File: src/rtl/wdt_pkg.sv
package wdt_pkg;

  // Strobes from the control FSM to the window counter
  typedef struct packed {
    logic cntClear;  // force window count to zero
    logic cntRun;    // advance window count by one
  } wdtStrobes_t;

endpackage

File: src/rtl/wdt_window_dp.sv
module wdt_window_dp
  import wdt_pkg::*;
#(
  parameter int WINDOW_CYCLES = 1966080
) (
  input  logic        clk,
  input  logic        rstN,
  input  wdtStrobes_t strobes,
  output logic        atLimit
);

  localparam int CW = (WINDOW_CYCLES > 2) ? $clog2(WINDOW_CYCLES) : 1;
  localparam logic [CW-1:0] LAST = CW'(WINDOW_CYCLES - 1);

  logic [CW-1:0] count;

  always_ff @(posedge clk or negedge rstN) begin
    if (!rstN) begin
      count <= '0;
    end else if (strobes.cntClear) begin
      count <= '0;
    end else if (strobes.cntRun) begin
      count <= count + CW'(1);
    end
  end

  assign atLimit = (count == LAST);

  // the window count never runs past its final value
  assert_count_bound_R3: assert property (@(posedge clk) disable iff (!rstN)
    count <= LAST);

  // a clear strobe always leaves the count at zero
  assert_clear_zero_R2: assert property (@(posedge clk) disable iff (!rstN)
    strobes.cntClear |=> (count == '0));

endmodule

File: src/rtl/wdt_ctrl.sv
module wdt_ctrl
  import wdt_pkg::*;
#(
  parameter int PULSE_CYCLES = 16
) (
  input  logic        clk,
  input  logic        rstN,
  input  logic        armed,
  input  logic        wrStrobe,
  input  logic        bitA,
  input  logic        bitB,
  input  logic        atLimit,
  output wdtStrobes_t strobes,
  output logic        wdResetOut,
  output logic        wdStatus
);

  localparam int PW = $clog2(PULSE_CYCLES + 1);
  localparam logic [PW-1:0] PULSE_LOAD = PW'(PULSE_CYCLES);

  logic          pending;
  logic [PW-1:0] pulseCnt;
  logic          pulsing;
  logic          firstStep;
  logic          secondStep;
  logic          serviceDone;
  logic          expire;

  assign pulsing     = (pulseCnt != '0);
  assign firstStep   = wrStrobe && bitA && !bitB;
  assign secondStep  = wrStrobe && !bitA && bitB;
  assign serviceDone = armed && !pulsing && pending && secondStep;
  assign expire      = armed && !pulsing && atLimit && !serviceDone;

  assign strobes.cntClear = !armed || serviceDone || expire;
  assign strobes.cntRun   = armed && !pulsing;

  // Half-done state: set by a first step, dropped by anything else
  always_ff @(posedge clk or negedge rstN) begin
    if (!rstN) begin
      pending <= 1'b0;
    end else if (!armed || pulsing || expire) begin
      pending <= 1'b0;
    end else if (wrStrobe) begin
      pending <= firstStep;
    end
  end

  // Reset pulse length counter
  always_ff @(posedge clk or negedge rstN) begin
    if (!rstN) begin
      pulseCnt <= '0;
    end else if (!armed) begin
      pulseCnt <= '0;
    end else if (expire) begin
      pulseCnt <= PULSE_LOAD;
    end else if (pulsing) begin
      pulseCnt <= pulseCnt - PW'(1);
    end
  end

  // Sticky cause flag; expiry wins over a clearing write
  always_ff @(posedge clk or negedge rstN) begin
    if (!rstN) begin
      wdStatus <= 1'b0;
    end else if (expire) begin
      wdStatus <= 1'b1;
    end else if (wrStrobe) begin
      wdStatus <= 1'b0;
    end
  end

  assign wdResetOut = pulsing;

  assert_expire_flags_R8: assert property (@(posedge clk) disable iff (!rstN)
    expire |=> (wdStatus && wdResetOut));

  assert_disarm_drop_R10: assert property (@(posedge clk) disable iff (!rstN)
    !armed |=> !wdResetOut);

  assert_disarm_pending_R2: assert property (@(posedge clk) disable iff (!rstN)
    !armed |=> !pending);

  assert_service_no_pulse_R9: assert property (@(posedge clk) disable iff (!rstN)
    serviceDone |=> !wdResetOut);

  assert_pulse_hold_R4: assert property (@(posedge clk) disable iff (!rstN)
    (armed && pulseCnt > PW'(1)) |=> wdResetOut);

endmodule

File: src/rtl/wdt_two_step.sv
module wdt_two_step
  import wdt_pkg::*;
#(
  parameter int WINDOW_CYCLES = 1966080,
  parameter int PULSE_CYCLES  = 16
) (
  input  logic       clk,
  input  logic       rstN,
  input  logic [1:0] resetSrcSel,
  input  logic       ctrlWrite,
  input  logic       ctrlBit1,
  input  logic       ctrlBit2,
  output logic       wdResetOut,
  output logic       wdStatus
);

  localparam logic [1:0] ARM_CODE = 2'b11;

  logic        armed;
  logic        atLimit;
  wdtStrobes_t strobes;

  assign armed = (resetSrcSel == ARM_CODE);

  wdt_ctrl #(.PULSE_CYCLES(PULSE_CYCLES)) u_ctrl (
    .clk        (clk),
    .rstN       (rstN),
    .armed      (armed),
    .wrStrobe   (ctrlWrite),
    .bitA       (ctrlBit1),
    .bitB       (ctrlBit2),
    .atLimit    (atLimit),
    .strobes    (strobes),
    .wdResetOut (wdResetOut),
    .wdStatus   (wdStatus)
  );

  wdt_window_dp #(.WINDOW_CYCLES(WINDOW_CYCLES)) u_dp (
    .clk     (clk),
    .rstN    (rstN),
    .strobes (strobes),
    .atLimit (atLimit)
  );

  // outputs quiet while reset is held
  always_comb begin
    if (!rstN) begin
      assert_reset_quiet_R1: assert (!wdResetOut && !wdStatus);
    end
  end

endmodule

File: config.mk
export PLATFORM = sky130hd
export DESIGN_NAME = wdt_two_step
export DESIGN_NICKNAME = d
export VERILOG_FILES = /design/src/rtl/wdt_pkg.sv /design/src/rtl/wdt_window_dp.sv /design/src/rtl/wdt_ctrl.sv /design/src/rtl/wdt_two_step.sv
export SDC_FILE = /design/constraint.sdc
export NUM_CORES = 1
export LEC_CHECK = 0
export CORE_ASPECT_RATIO = 1.5
export CORE_MARGIN = 2
export CORE_UTILIZATION = 35
export DETAILED_ROUTE_END_ITERATION = 10
export SYNTH_ARGS = -nofsm -noshare
export SYNTH_HDL_FRONTEND = slang
export SYNTH_SLANG_ARGS = --single-unit
File: constraint.sdc
create_clock -name clk -period 3.1 [get_ports clk]
set_input_delay 0.62 -clock clk [delete_from_list [all_inputs] [get_ports clk]]
set_output_delay 0.62 -clock clk [all_outputs]
set_load 0.01 [all_outputs]
* Word level (Yosys, flattened, before mapping)
Index checks and enable logic that the tools add are counted.
** Word-level totals
- Output and inout bits :: 2
- Input port bits :: 7
- Register bits after elaboration :: 28
- Word-level logic and storage cells :: 40
** Cells by class
- Equality and inequality tests :: 3
- Reduce and logical (&&, ||, !) cells :: 22
- Add/subtract/negate cells :: 2
- Muxes and demuxes :: 9
** Operators with widths (count)
- 21-bit two-way mux :: 2
- 21-bit by 1-bit adder with 21-bit output (second input constant) :: 1
- 21-bit == test (second input constant) :: 1
- 5-bit two-way mux :: 3
- 1-bit logical AND :: 9
- 2-bit nonzero test :: 3
- 1-bit logical NOT :: 5
- 5-bit nonzero test :: 1
- 5-bit by 1-bit subtractor with 5-bit output (second input constant) :: 1
- 1-bit logical OR :: 4
- 1-bit two-way mux :: 4
- 3-bit != test (second input constant) :: 1
- 2-bit == test (second input constant) :: 1

* Logic depth before layout (Yosys ltp)
Gate-level depths: netlist of the first run.
- Word-level depth :: 9
- Mapped depth :: 8

* Hierarchy
A second synthesis of the first run with hierarchy kept.
** Unflattened totals
- Cell total of the unflattened synthesis :: 152
- Area, all modules :: 1475.2 µm²
** Modules (own cells, without submodules)
- wdt_window_dp :: instances 1, cells an instance 114, sequential area each 525.5 µm², area each 1091.0 µm²
- wdt_ctrl :: instances 1, cells an instance 37, sequential area each 175.2 µm², area each 377.9 µm²
- wdt_two_step :: instances 1, cells an instance 1, sequential area each 0.0 µm², area each 6.3 µm²

* Worst setup path after synthesis of the first run
Ideal clock, no wire load.
- Path type :: register to register
- Start point :: reg u_ctrl.pulseCnt[0]
- End point :: reg u_dp.count[12]
- Cell stages (with the launch flop) :: 9
- Setup slack :: 1.075 ns
- Arrival time :: 1.897 ns
- Buffers on the path :: 0
- Period minus slack after synthesis :: 2.025 ns
- Setup time :: 0.128 ns
- Cell sequence :: dfrtp_1 > inv_1 > ha_1 > nor4b_4 > inv_2 > nor4_4 > nand3_2 > nand2b_2 > o21ai_0
** On the way
- Longest elaborated chain between the ends :: 9
** Ends and longest elaborated chain
- start, declared :: line wdt_ctrl.sv:22 : logic [PW-1:0] pulseCnt;
- start signal, assigned :: line wdt_ctrl.sv:58 : pulseCnt <= pulseCnt - PW'(1);
- 5-bit nonzero test * :: line wdt_ctrl.sv:29 : assign pulsing = (pulseCnt != '0);
- net wdResetOut :: line wdt_two_step.sv:13 : output logic wdResetOut,
- 1-bit logical NOT * :: line wdt_ctrl.sv:32, wdt_ctrl.sv:33, wdt_ctrl.sv:36
- 1-bit logical AND * :: line wdt_ctrl.sv:32, wdt_ctrl.sv:33, wdt_ctrl.sv:36
- 1-bit logical AND (2 in series) :: line wdt_ctrl.sv:32 : assign serviceDone = armed && !pulsing && pending && secondStep;
- 1-bit logical NOT :: line wdt_ctrl.sv:33 : assign expire = armed && !pulsing && atLimit && !serviceDone;
- 1-bit logical AND :: line wdt_ctrl.sv:33
- 1-bit logical OR :: line wdt_ctrl.sv:35 : assign strobes.cntClear = !armed || serviceDone || expire;
- 21-bit two-way mux or 2-bit nonzero test (tied branches)
- end signal, assigned :: line wdt_window_dp.sv:23 : count <= count + CW'(1);
- end, declared :: line wdt_window_dp.sv:15 : logic [CW-1:0] count;
Mark *: on every way through the listed nets, which the timed path passes. The rest lies on a longest branch.
A chain may end at the register's enable or synchronous reset.

* Final worst setup path of the first run
- Start point :: reg u_ctrl.pulseCnt[0]
- End point :: out wdResetOut
** On the way
- Longest elaborated chain between the ends :: 1
** Ends and longest elaborated chain (line)
- 5-bit nonzero test :: wdt_ctrl.sv:29
- end, declared :: wdt_two_step.sv:13
No other way between the ends.

==> results by group, run 1 <==
Status
  • Status: completed

Global route
  • Initial antenna violation count: 0
  • Largest net degree at the start of global routing: 29
  • Total global-route track usage: 0.148
  • Number of global-route vias before repair: 1244
  • First-pass GRT wire length: 5.69 mm
  • Global route overflow: 0

Timing
  • Max-slew headroom: 0.567
  • Fmax: 374 MHz
  • Endpoints failing setup: 0
  • Setup TNS: 0 ns
  • Fin. Hold Viols: 0
  • Clock skew: 0.00949 ns
  • Worst-margin pin slew: 0.643 ns
  • RSZ-0062 raised after global routing: no
  • Min cycle time layout: 2.67 ns
  • Final max-slew violation count: 0
  • Tcrit/Tclk final: 0.862

Critical path
  • FF-to-FF End: u_dp.count[12]$_DFFE_PN0P_
  • Crit path max fanout: 7
  • Worst flop-to-flop path startpoint: u_ctrl.pulseCnt[0]$_DFFE_PN0P_
  • Critical Path AT: 2.05 ns
  • Critical Path Source Type: register
  • Worst Reg-to-Reg Cells: 8
  • Worst Path Required: 2.48 ns
  • Crit Path Class: reg2out
  • R2R setup slack: 0.69 ns
  • Crit. End Element: output port

Layout
  • Antenna diode count: 0
  • Post-Layout Cell Count: 210
  • Layout cells sized above 1: 0.0915
  • Nets: 174
  • Multi-input logic area: 756 µm²
  • FF/Latch Area: 701 µm²
  • Fillers: 416
  • Layout area overhead: 14.0%

Power and ir drop
  • Peak VDD IR: 0.492 mV
  • Leakage: 0.698 nW
  • P per Cell Area: 656 mW/mm²

Synth
  • Synth area leaders: dfrtp_1 (47%), nor2_1 (4.8%), nand3_1 (4.4%)
  • Post-Syn Area per Cell: 9.83 µm²
  • Syn_nets: 161
  • Share of the yosys chip area belonging to registers: 0.469
  • Yosys top cell by area: dfrtp_1
  • Cells after Synth: 152
  • Count of cell types in the netlist: 35
  • Synth top area share: 0.469
  • Area of the mapped netlist: 0.00149 mm²
  • Synth Register Bits: 28
  • Ys Warns: 0

Routing
  • DRC errors left: 0
  • First-pass DRT Iterations: 4
  • DR vias/cell: 5.64
  • Final Routed Wirelength: 3.21 mm
  • Vias: 1185
  • Drt first-iter violations: 39
  • Drt wl/cell: 15.3 µm
  • Antenna Nets Post-Route: 0

Floorplanning
  • Die area: 0.00482 mm²
  • Die Span X: 57.3 µm
  • # IOs: 9
  • Initial core utilization: 0.358
  • Die height: 84.0 µm
  • Core footprint: 0.00417 mm²
  • Row count: 29

Worst hold path
  • Hold path startpoint: u_dp.count[20]$_DFFE_PN0P_
  • WHS Path Cells: 1
  • Hold crit path type: reg2reg
  • WHS Endpoint: u_dp.count[20]$_DFFE_PN0P_

CTS
  • Clock sink count: 28
  • CTS Hold Bufs: 0
  • Max clock buf depth: 2
  • Clock slew at reported path FFs: 0.10 ns
  • Clock latency on the worst-skew pair: 0.28 ns
  • Clock buffer count from CTS: 3
  • Post-cts sizing count: 0
  • CTS H-tree depth: 1
  • Root Driver: clkbuf_8
  • CTS tree: yes
  • Post-CTS Setup Inserts: 0

Placement
  • Post-placement cell count: 206
  • PortBufs: 8
  • GPL Wtd Cong: 0.806
  • HPWL Detailed: 2.42 mm

Job
  • Max-cap violations: 0
-- worst max-delay path: stages, from the launching register on --
cell,delay (ns)
dfrtp_1,0.42
inv_1,0.09
ha_1,0.21
nor4b_4,0.38
inv_2,0.18
clkdlybuf4s50_1,0.51
-- synth_stat cells --
library cell  number
o22ai_1            1
nand4b_1           1
o41ai_1            2
and2_1             2
nor4b_1            2
o31ai_1            1
nand2b_1           1
ha_1               2
o21ai_0           10
nand2b_2           1
nor4b_4            1
nand2_1           12
mux2_2             1
a21oi_1            4
a21oi_2            1
nor2b_1            1
dfrtp_1           28
and3_1             3
nand3_1           13
nand4_1            6
xor2_1             7
buf_4              1
inv_1              7
nand3b_1           1
and4_1             1
nand3_2            1
a21bo_2            1
nor3_1             2
inv_2              1
a41oi_1            2
a22o_1             2
nor2_1            19
nor4_4             3
a31oi_1            6
xnor2_1            5
-- layout make-up --
class	count	area share
well taps	46	0.0338
clock buffers	3	0.0242
repair buffers	9	0.0514
clock inverters	1	0.0176
inverters	8	0.0176
flip-flops and latches	28	0.411
multi-input cells	115	0.444
-- report_power, final --
part	internal, mW	switching [mW]
Combinational	0.166	0.233
Sequential	0.394	0.0346
Clock	0.173	0.117
-- metrics by stage --
| stage | hold slack, ns | cell area, µm² | worst slack (ns) | power (mW) | utilization |
|---|---|---|---|---|---|
| after CTS | 0.511 | 1700 | 0.391 | 1.13 | 0.408 |
| after global routing | 0.535 | 1700 | 0.322 | 1.19 | 0.408 |
| after floorplan | 0.324 | 1490 | 1.08 | 0.726 | - |
| final | 0.504 | 1700 | 0.427 | 1.12 | 0.408 |
| after global placement | 0.482 | 1630 | 0.534 | 0.827 | 0.391 |
| after detailed placement | 0.495 | 1630 | 0.499 | 0.838 | 0.391 |
-- sequential cells by signal, summed over array words and instances, names as in the netlist --
register / count
u_ctrl.pending: 1
u_ctrl.wdStatus: 1
u_ctrl.pulseCnt: 5
u_dp.count: 21
-- logic make-up (layout without fill, tap and decap cells) --
group           Yosys count  after routing  share of synthesized area
mux                       1              1                    0.00754
xor+xnor                 12             12                     0.0704
flops                    28             28                      0.469
compound gates           30             30                      0.129
buf+inv                   9             21                     0.0251
fa+ha+maj                 2              2                     0.0167
simple gates             70             70                      0.282
-- per-layer routing --
layer / part of all wire / wire length, µm / vias up / track usage
li1: - / - / 578 / -
met3: 0.035 / 113 / 6 / 0.0202
met2: 0.51 / 1650 / 21 / 0.260
met4: 0.018 / 59 / 0 / 0.0507
met1: 0.43 / 1390 / 580 / 0.179
met5: 0 / 0 / - / 0
-- cell usage in the layout (no fill, tap or decap), types with 2 or more instances in the layout --
master	Yosys	layout
a21oi_1	4	4
a22o_1	2	2
a31oi_1	6	6
a41oi_1	2	2
and2_1	2	2
and3_1	3	3
clkbuf_8	0	3
clkdlybuf4s50_1	0	8
dfrtp_1	28	28
ha_1	2	2
inv_1	7	7
nand2_1	12	12
nand3_1	13	13
nand4_1	6	6
nor2_1	19	19
nor3_1	2	2
nor4_4	3	3
nor4b_1	2	2
o21ai_0	10	10
o41ai_1	2	2
xnor2_1	5	5
xor2_1	7	7
-- worst max-delay path by stage --
| stage | startpoint | endpoint | slack [ns] |
|---|---|---|---|
| 2_1_floorplan | u_ctrl.pulseCnt[0]$_DFFE_PN0P_ | u_dp.count[12]$_DFFE_PN0P_ | 1.08 |
| 3_3_place_gp | ctrlBit1 | u_dp.count[12]$_DFFE_PN0P_ | 0.53 |
| 3_5_place_dp | ctrlBit1 | u_dp.count[3]$_DFFE_PN0P_ | 0.50 |
| 4_1_cts | u_ctrl.pulseCnt[0]$_DFFE_PN0P_ | wdResetOut | 0.39 |
| 5_1_grt | u_ctrl.pulseCnt[0]$_DFFE_PN0P_ | wdResetOut | 0.32 |
| 6_report | u_ctrl.pulseCnt[0]$_DFFE_PN0P_ | wdResetOut | 0.43 |
Note: power is estimated with default switching activity, not from simulation.
==> run 2: changes to the inputs <==
- CORE_MARGIN: 2 -> 3
==> run 2 against run 1 <==
Critical path depth unchanged. Wire length is 0.50% higher. Non-clock buffer count unchanged. Register-to-register slack lost 0.03 ns. Clock skew fell by 0.0049 ns. Flip-flop and latch count is the same. Sequential share of layout area rose by 0.43 points.
==> results by group, run 2 (synthesized netlist as in run 1, its figures left out) <==
Timing
  • Endpoints failing setup: 0 (unchanged)
  • Min Hold Slack: 0.509 ns (+0.00564 ns)
  • Tcrit/Tclk final: 0.867 (+0.00520)
  • Clock skew: 0.00458 ns (-0.00491 ns)
  • Max-slew headroom: 0.553 (-0.0138)
  • Fin. Hold Viols: 0 (unchanged)
  • RSZ-0062 raised after global routing: no
  • Worst-margin pin slew: 0.664 ns (+0.0205 ns)
  • Setup TNS: 0 ns (unchanged)
  • Fmax: 372 MHz (-0.60%)
  • Final worst slack: 0.411 ns (-0.0161 ns)
  • Min cycle time layout: 2.69 ns (+0.0161 ns)
  • Final max-slew violation count: 0 (unchanged)

CTS
  • Clock slew at reported path FFs: 0.10 ns (about the same)
  • CTS Hold Bufs: 0 (unchanged)
  • Clock latency on the worst-skew pair: 0.28 ns (about the same)
  • Post-CTS Setup Inserts: 0 (unchanged)
  • Post-cts sizing count: 0 (unchanged)
  • Root Driver: clkbuf_8
  • Clock sink count: 28 (unchanged)
  • Clock buffer count from CTS: 3 (unchanged)
  • CTS tree: yes
  • CTS H-tree depth: 1 (unchanged)
  • Max clock buf depth: 2 (unchanged)

Layout
  • Antenna diode count: 0 (unchanged)
  • Post-route core utilization: 0.418 (+0.0102)
  • Layout cells sized above 1: 0.0915 (unchanged)
  • Layout area overhead: 12.8%
  • Commonest non-fill, non-tap cell in the layout: dfrtp_1
  • FF/Latch Area: 701 µm² (unchanged)
  • Most flops, register: u_dp.count
  • Nets: 174 (unchanged)
  • Max reg flops: 21 (unchanged)
  • Commonest non-fill, non-tap cells in the layout: dfrtp_1 (28), nor2_1 (19), nand3_1 (13)
  • Largest regs: u_dp.count x21, u_ctrl.pulseCnt x5
  • Multi-input logic area: 756 µm² (unchanged)
  • Fillers: 392 (-5.8%)
  • Post-Layout Cell Count: 209 (-0.48%)

Critical path
  • End of the critical path: wdResetOut
  • Critical Path Source Type: register
  • Crit Path Class: reg2out
  • Crit path max fanout: 7 (unchanged)
  • Worst Path Required: 2.48 ns (about the same)
  • Crit. End Element: output port
  • Critical Path AT: 2.07 ns (+0.02 ns)
  • Crit. Startpoint: u_ctrl.pulseCnt[0]$_DFFE_PN0P_
  • R2R setup slack: 0.66 ns (-0.03 ns)
  • FF-to-FF End: u_dp.count[12]$_DFFE_PN0P_
  • Worst flop-to-flop path startpoint: u_ctrl.pulseCnt[0]$_DFFE_PN0P_
  • Worst Reg-to-Reg Cells: 8 (unchanged)

Power and ir drop
  • Leakage: 0.691 nW (-0.99%)
  • Peak VDD IR: 0.642 mV (+30%)
  • P per Cell Area: 630 mW/mm² (-3.9%)

Placement
  • Pre-CTS WS: 0.426 ns (-0.0734 ns)
  • Post-placement cell count: 205 (-0.49%)
  • GPL Wtd Cong: 0.861 (+6.8%)
  • PortBufs: 8 (unchanged)
  • HPWL Detailed: 2.43 mm (+0.13%)

Floorplanning
  • Core footprint: 0.00403 mm² (-3.4%)
  • Die area: 0.00510 mm² (+6.0%)
  • Initial core utilization: 0.371 (+0.0128)
  • Die Span X: 59.3 µm (+3.5%)
  • # IOs: 9 (unchanged)
  • Die height: 86.0 µm (+2.4%)
  • Row count: 28 (-3.4%)

Worst hold path
  • WHS Path Cells: 1 (unchanged)
  • Hold crit path type: reg2reg

Global route
  • Number of global-route vias before repair: 1207 (-3.0%)
  • Global route overflow: 0 (unchanged)
  • Total global-route track usage: 0.143 (-0.00505)
  • Initial antenna violation count: 0 (unchanged)
  • First-pass GRT wire length: 5.57 mm (-2.1%)
  • Largest net degree at the start of global routing: 29 (unchanged)

Routing
  • DR vias/cell: 5.68 (+0.65%)
  • Drt first-iter violations: 47 (+21%)
  • DRC errors left: 0 (unchanged)
  • Drt wl/cell: 15.4 µm (+0.98%)
  • First-pass DRT Iterations: 4 (unchanged)
  • Vias: 1187 (+0.17%)
  • Final Routed Wirelength: 3.22 mm (+0.50%)
  • Antenna Nets Post-Route: 0 (unchanged)

Job
  • Max-cap violations: 0 (unchanged)

Status
  • Status: completed
==> run 2: cell types whose count changed in the layout (fill, tap and decap cells not counted) <==
cell | before | now
bufinv_16 | 1 | 0
clkbuf_8 | 3 | 4
==> run 2: metal layers <==
metal | vias to the layer above | GRT usage | wire length [µm]
li1 | 578 | - | -
met1 | 580 | 0.169 | 1340
met2 | 20 | 0.244 | 1670
met3 | 9 | 0.0271 | 120
met4 | 0 | 0.0598 | 90
met5 | - | 0 | 0
==> run 2: worst max-delay path, cell delays in order, from the launching register on <==
cell	delay, ns
dfrtp_1	0.41
inv_1	0.09
ha_1	0.21
nor4b_4	0.38
inv_2	0.18
clkdlybuf4s50_1	0.52
==> run 2: how the worst min path moves through the flow <==
stage / from / to / slack [ns]
5_1_grt: u_dp.count[20]$_DFFE_PN0P_ / u_dp.count[20]$_DFFE_PN0P_ / 0.53
4_1_cts: u_dp.count[20]$_DFFE_PN0P_ / u_dp.count[20]$_DFFE_PN0P_ / 0.51
3_3_place_gp: u_dp.count[20]$_DFFE_PN0P_ / u_dp.count[20]$_DFFE_PN0P_ / 0.49
3_5_place_dp: u_dp.count[20]$_DFFE_PN0P_ / u_dp.count[20]$_DFFE_PN0P_ / 0.49
2_1_floorplan: rstN / u_ctrl.pending$_DFFE_PN0P_ / 0.32
6_report: u_dp.count[20]$_DFFE_PN0P_ / u_dp.count[20]$_DFFE_PN0P_ / 0.51
==> run 2: power breakdown <==
group | switching [mW] | internal (mW) | total [mW]
Sequential | 0.0323 | 0.394 | 0.426
Combinational | 0.237 | 0.166 | 0.403
Clock | 0.119 | 0.114 | 0.233
==> run 2: final cells by class <==
class | count | area share
inverter | 8 | 0.0178
multi-input combinational | 115 | 0.448
clock buffer | 4 | 0.0327
tap | 45 | 0.0334
sequential | 28 | 0.416
timing repair buffer | 9 | 0.0520
==> run 2: through the flow <==
| stage | power [mW] | instance area, µm² |
|---|---|---|
| 6_report | 1.06 | 1690 |
| 3_5_place_dp | 0.838 | 1630 |
| 2_1_floorplan | 0.726 | 1490 |
| 5_1_grt | 1.13 | 1690 |
| 3_3_place_gp | 0.830 | 1630 |
| 4_1_cts | 1.07 | 1690 |
==> run 3: changes to the inputs <==
- CORE_MARGIN: 3 -> unset
==> run 3 against run 2 <==
Final area increased by 0.96%. Critical path type unchanged. Largest cell class unchanged. Via count increased by 0.17%. Largest power group unchanged. Sequential power about the same.
==> results by group, run 3 (synthesized netlist as in run 1, its figures left out) <==
Global route
  • Total global-route track usage: 0.158 (+0.0155)
  • Global route overflow: 0 (unchanged)
  • Initial antenna violation count: 0 (unchanged)
  • Largest net degree at the start of global routing: 29 (unchanged)
  • Number of global-route vias before repair: 1173 (-2.8%)
  • First-pass GRT wire length: 5.54 mm (-0.50%)

Floorplanning
  • Die area: 0.00454 mm² (-11%)
  • Core footprint: 0.00403 mm² (unchanged)
  • Row count: 28 (unchanged)
  • # IOs: 9 (unchanged)
  • Die Span X: 55.3 µm (-6.7%)
  • Initial core utilization: 0.371 (unchanged)
  • Die height: 82.0 µm (-4.7%)

Job
  • Max-cap violations: 0 (unchanged)

Routing
  • First-pass DRT Iterations: 4 (unchanged)
  • DR vias/cell: 5.69 (+0.17%)
  • DRC errors left: 0 (unchanged)
  • Drt first-iter violations: 52 (+11%)
  • Drt wl/cell: 15.5 µm (+0.25%)
  • Final Routed Wirelength: 3.23 mm (+0.25%)
  • Antenna Nets Post-Route: 0 (unchanged)
  • Vias: 1189 (+0.17%)

Layout
  • Post-route core utilization: 0.422 (+0.00404)
  • Max reg flops: 21 (unchanged)
  • Fillers: 394 (+0.51%)
  • Layout area overhead: 13.9%
  • Nets: 174 (unchanged)
  • Most flops, register: u_dp.count
  • Largest regs: u_dp.count x21, u_ctrl.pulseCnt x5
  • Commonest non-fill, non-tap cell in the layout: dfrtp_1
  • Antenna diode count: 0 (unchanged)
  • Layout cells sized above 1: 0.0915 (unchanged)
  • Commonest non-fill, non-tap cells in the layout: dfrtp_1 (28), nor2_1 (19), nand3_1 (13)

CTS
  • CTS tree: yes
  • Clock latency on the worst-skew pair: 0.27 ns (about the same)
  • Post-cts sizing count: 0 (unchanged)
  • Post-CTS Setup Inserts: 0 (unchanged)
  • Max clock buf depth: 2 (unchanged)
  • Clock buffer count from CTS: 3 (unchanged)
  • Root Driver: clkbuf_8
  • Clock sink count: 28 (unchanged)
  • CTS H-tree depth: 1 (unchanged)
  • CTS Hold Bufs: 0 (unchanged)
  • Clock slew at reported path FFs: 0.09 ns (about the same)

Critical path
  • Critical path's top delay family: buffers and inverters
  • R2R setup slack: 0.72 ns (+0.06 ns)
  • Crit. End Element: output port
  • Critical Path Source Type: register
  • Bufs and invs on worst path: 3 (unchanged)
  • Crit Path Class: reg2out
  • Cell Chain, Critical Path: inv_1, ha_1, nor4b_4, inv_2, clkdlybuf4s50_1
  • Crit path max fanout: 7 (unchanged)
  • Slowest CP cell: clkdlybuf4s50_1
  • Worst Path Required: 2.48 ns (about the same)
  • Critical Path AT: 2.07 ns (about the same)
  • Slowest stage delay, CP: 0.52 ns (about the same)

Placement
  • GPL Wtd Cong: 0.889 (+3.3%)
  • HPWL Detailed: 2.46 mm (+1.4%)
  • PortBufs: 8 (unchanged)

Timing
  • Fin. Hold Viols: 0 (unchanged)
  • Clock skew: 0.00360 ns (-0.000975 ns)
  • Min cycle time layout: 2.69 ns (-0.00266 ns)
  • Max-slew headroom: 0.452 (-0.101)
  • RSZ-0062 raised after global routing: no
  • Worst-margin pin slew: 0.811 ns (+0.147 ns)
  • Setup TNS: 0 ns (unchanged)
  • Fmax: 372 MHz (about the same)
  • Tcrit/Tclk final: 0.866 (about the same)
  • Endpoints failing setup: 0 (unchanged)
  • Final max-slew violation count: 0 (unchanged)

Power and ir drop
  • Design Power: 1.11 mW (+4.9%)
  • Leakage: 0.698 nW (+1.0%)
  • Peak VDD IR: 0.504 mV (-21%)
  • P per Cell Area: 655 mW/mm² (+3.9%)

Worst hold path
  • Hold crit path type: reg2reg

Status
  • Status: completed
==> run 3: cell count changes in the layout (fill, tap and decap cells not counted) <==
cell	change
bufinv_16	+1
clkbuf_8	-1
==> run 3: metal layers <==
| layer | up-vias | global-route usage | part of all wire |
|---|---|---|---|
| li1 | 575 | - | - |
| met1 | 581 | 0.173 | 0.41 |
| met2 | 29 | 0.305 | 0.55 |
| met3 | 4 | 0.0205 | 0.033 |
| met4 | 0 | 0.0675 | 0.015 |
| met5 | - | 0 | 0 |
==> run 3: final timing paths <==
kind / startpoint / end / cells past startpoint
worst max-delay path: u_ctrl.pulseCnt[0]$_DFFE_PN0P_ / wdResetOut / 5
worst min-delay path: u_dp.count[20]$_DFFE_PN0P_ / u_dp.count[20]$_DFFE_PN0P_ / 1
min in group asynchronous: rstN / u_dp.count[1]$_DFFE_PN0P_ / 2
max in group asynchronous: rstN / u_dp.count[11]$_DFFE_PN0P_ / 2
worst min register to register: u_dp.count[20]$_DFFE_PN0P_ / u_dp.count[20]$_DFFE_PN0P_ / 1
worst max register to register: u_ctrl.pulseCnt[0]$_DFFE_PN0P_ / u_dp.count[19]$_DFFE_PN0P_ / 7
==> run 3: stage by stage <==
stage	area, µm²	hold slack [ns]	setup WS, ns	std cells
after CTS	1700	0.497	0.381	209
after detailed placement	1630	0.479	0.551	205
after global routing	1700	0.536	0.249	209
final	1700	0.504	0.414	209
after global placement	1630	0.470	0.528	205
after floorplan	1490	0.324	1.08	152
==> run 3: cell type report <==
class                           count  area, µm²  area share
Clock buffer                        3       41.3      0.0243
Clock inverter                      1       30.0      0.0176
Inverter                            8       30.0      0.0176
Multi-Input combinational cell    115        756       0.444
Sequential cell                    28        701       0.412
Tap cell                           45       56.3      0.0331
Timing Repair Buffer                9       87.6      0.0515
==> run 3: power breakdown <==
part           total (mW)  switching [mW]  internal, mW
registers           0.425          0.0313         0.394
clock network       0.285           0.112         0.173
logic               0.404           0.238         0.166
total                1.11           0.382         0.733
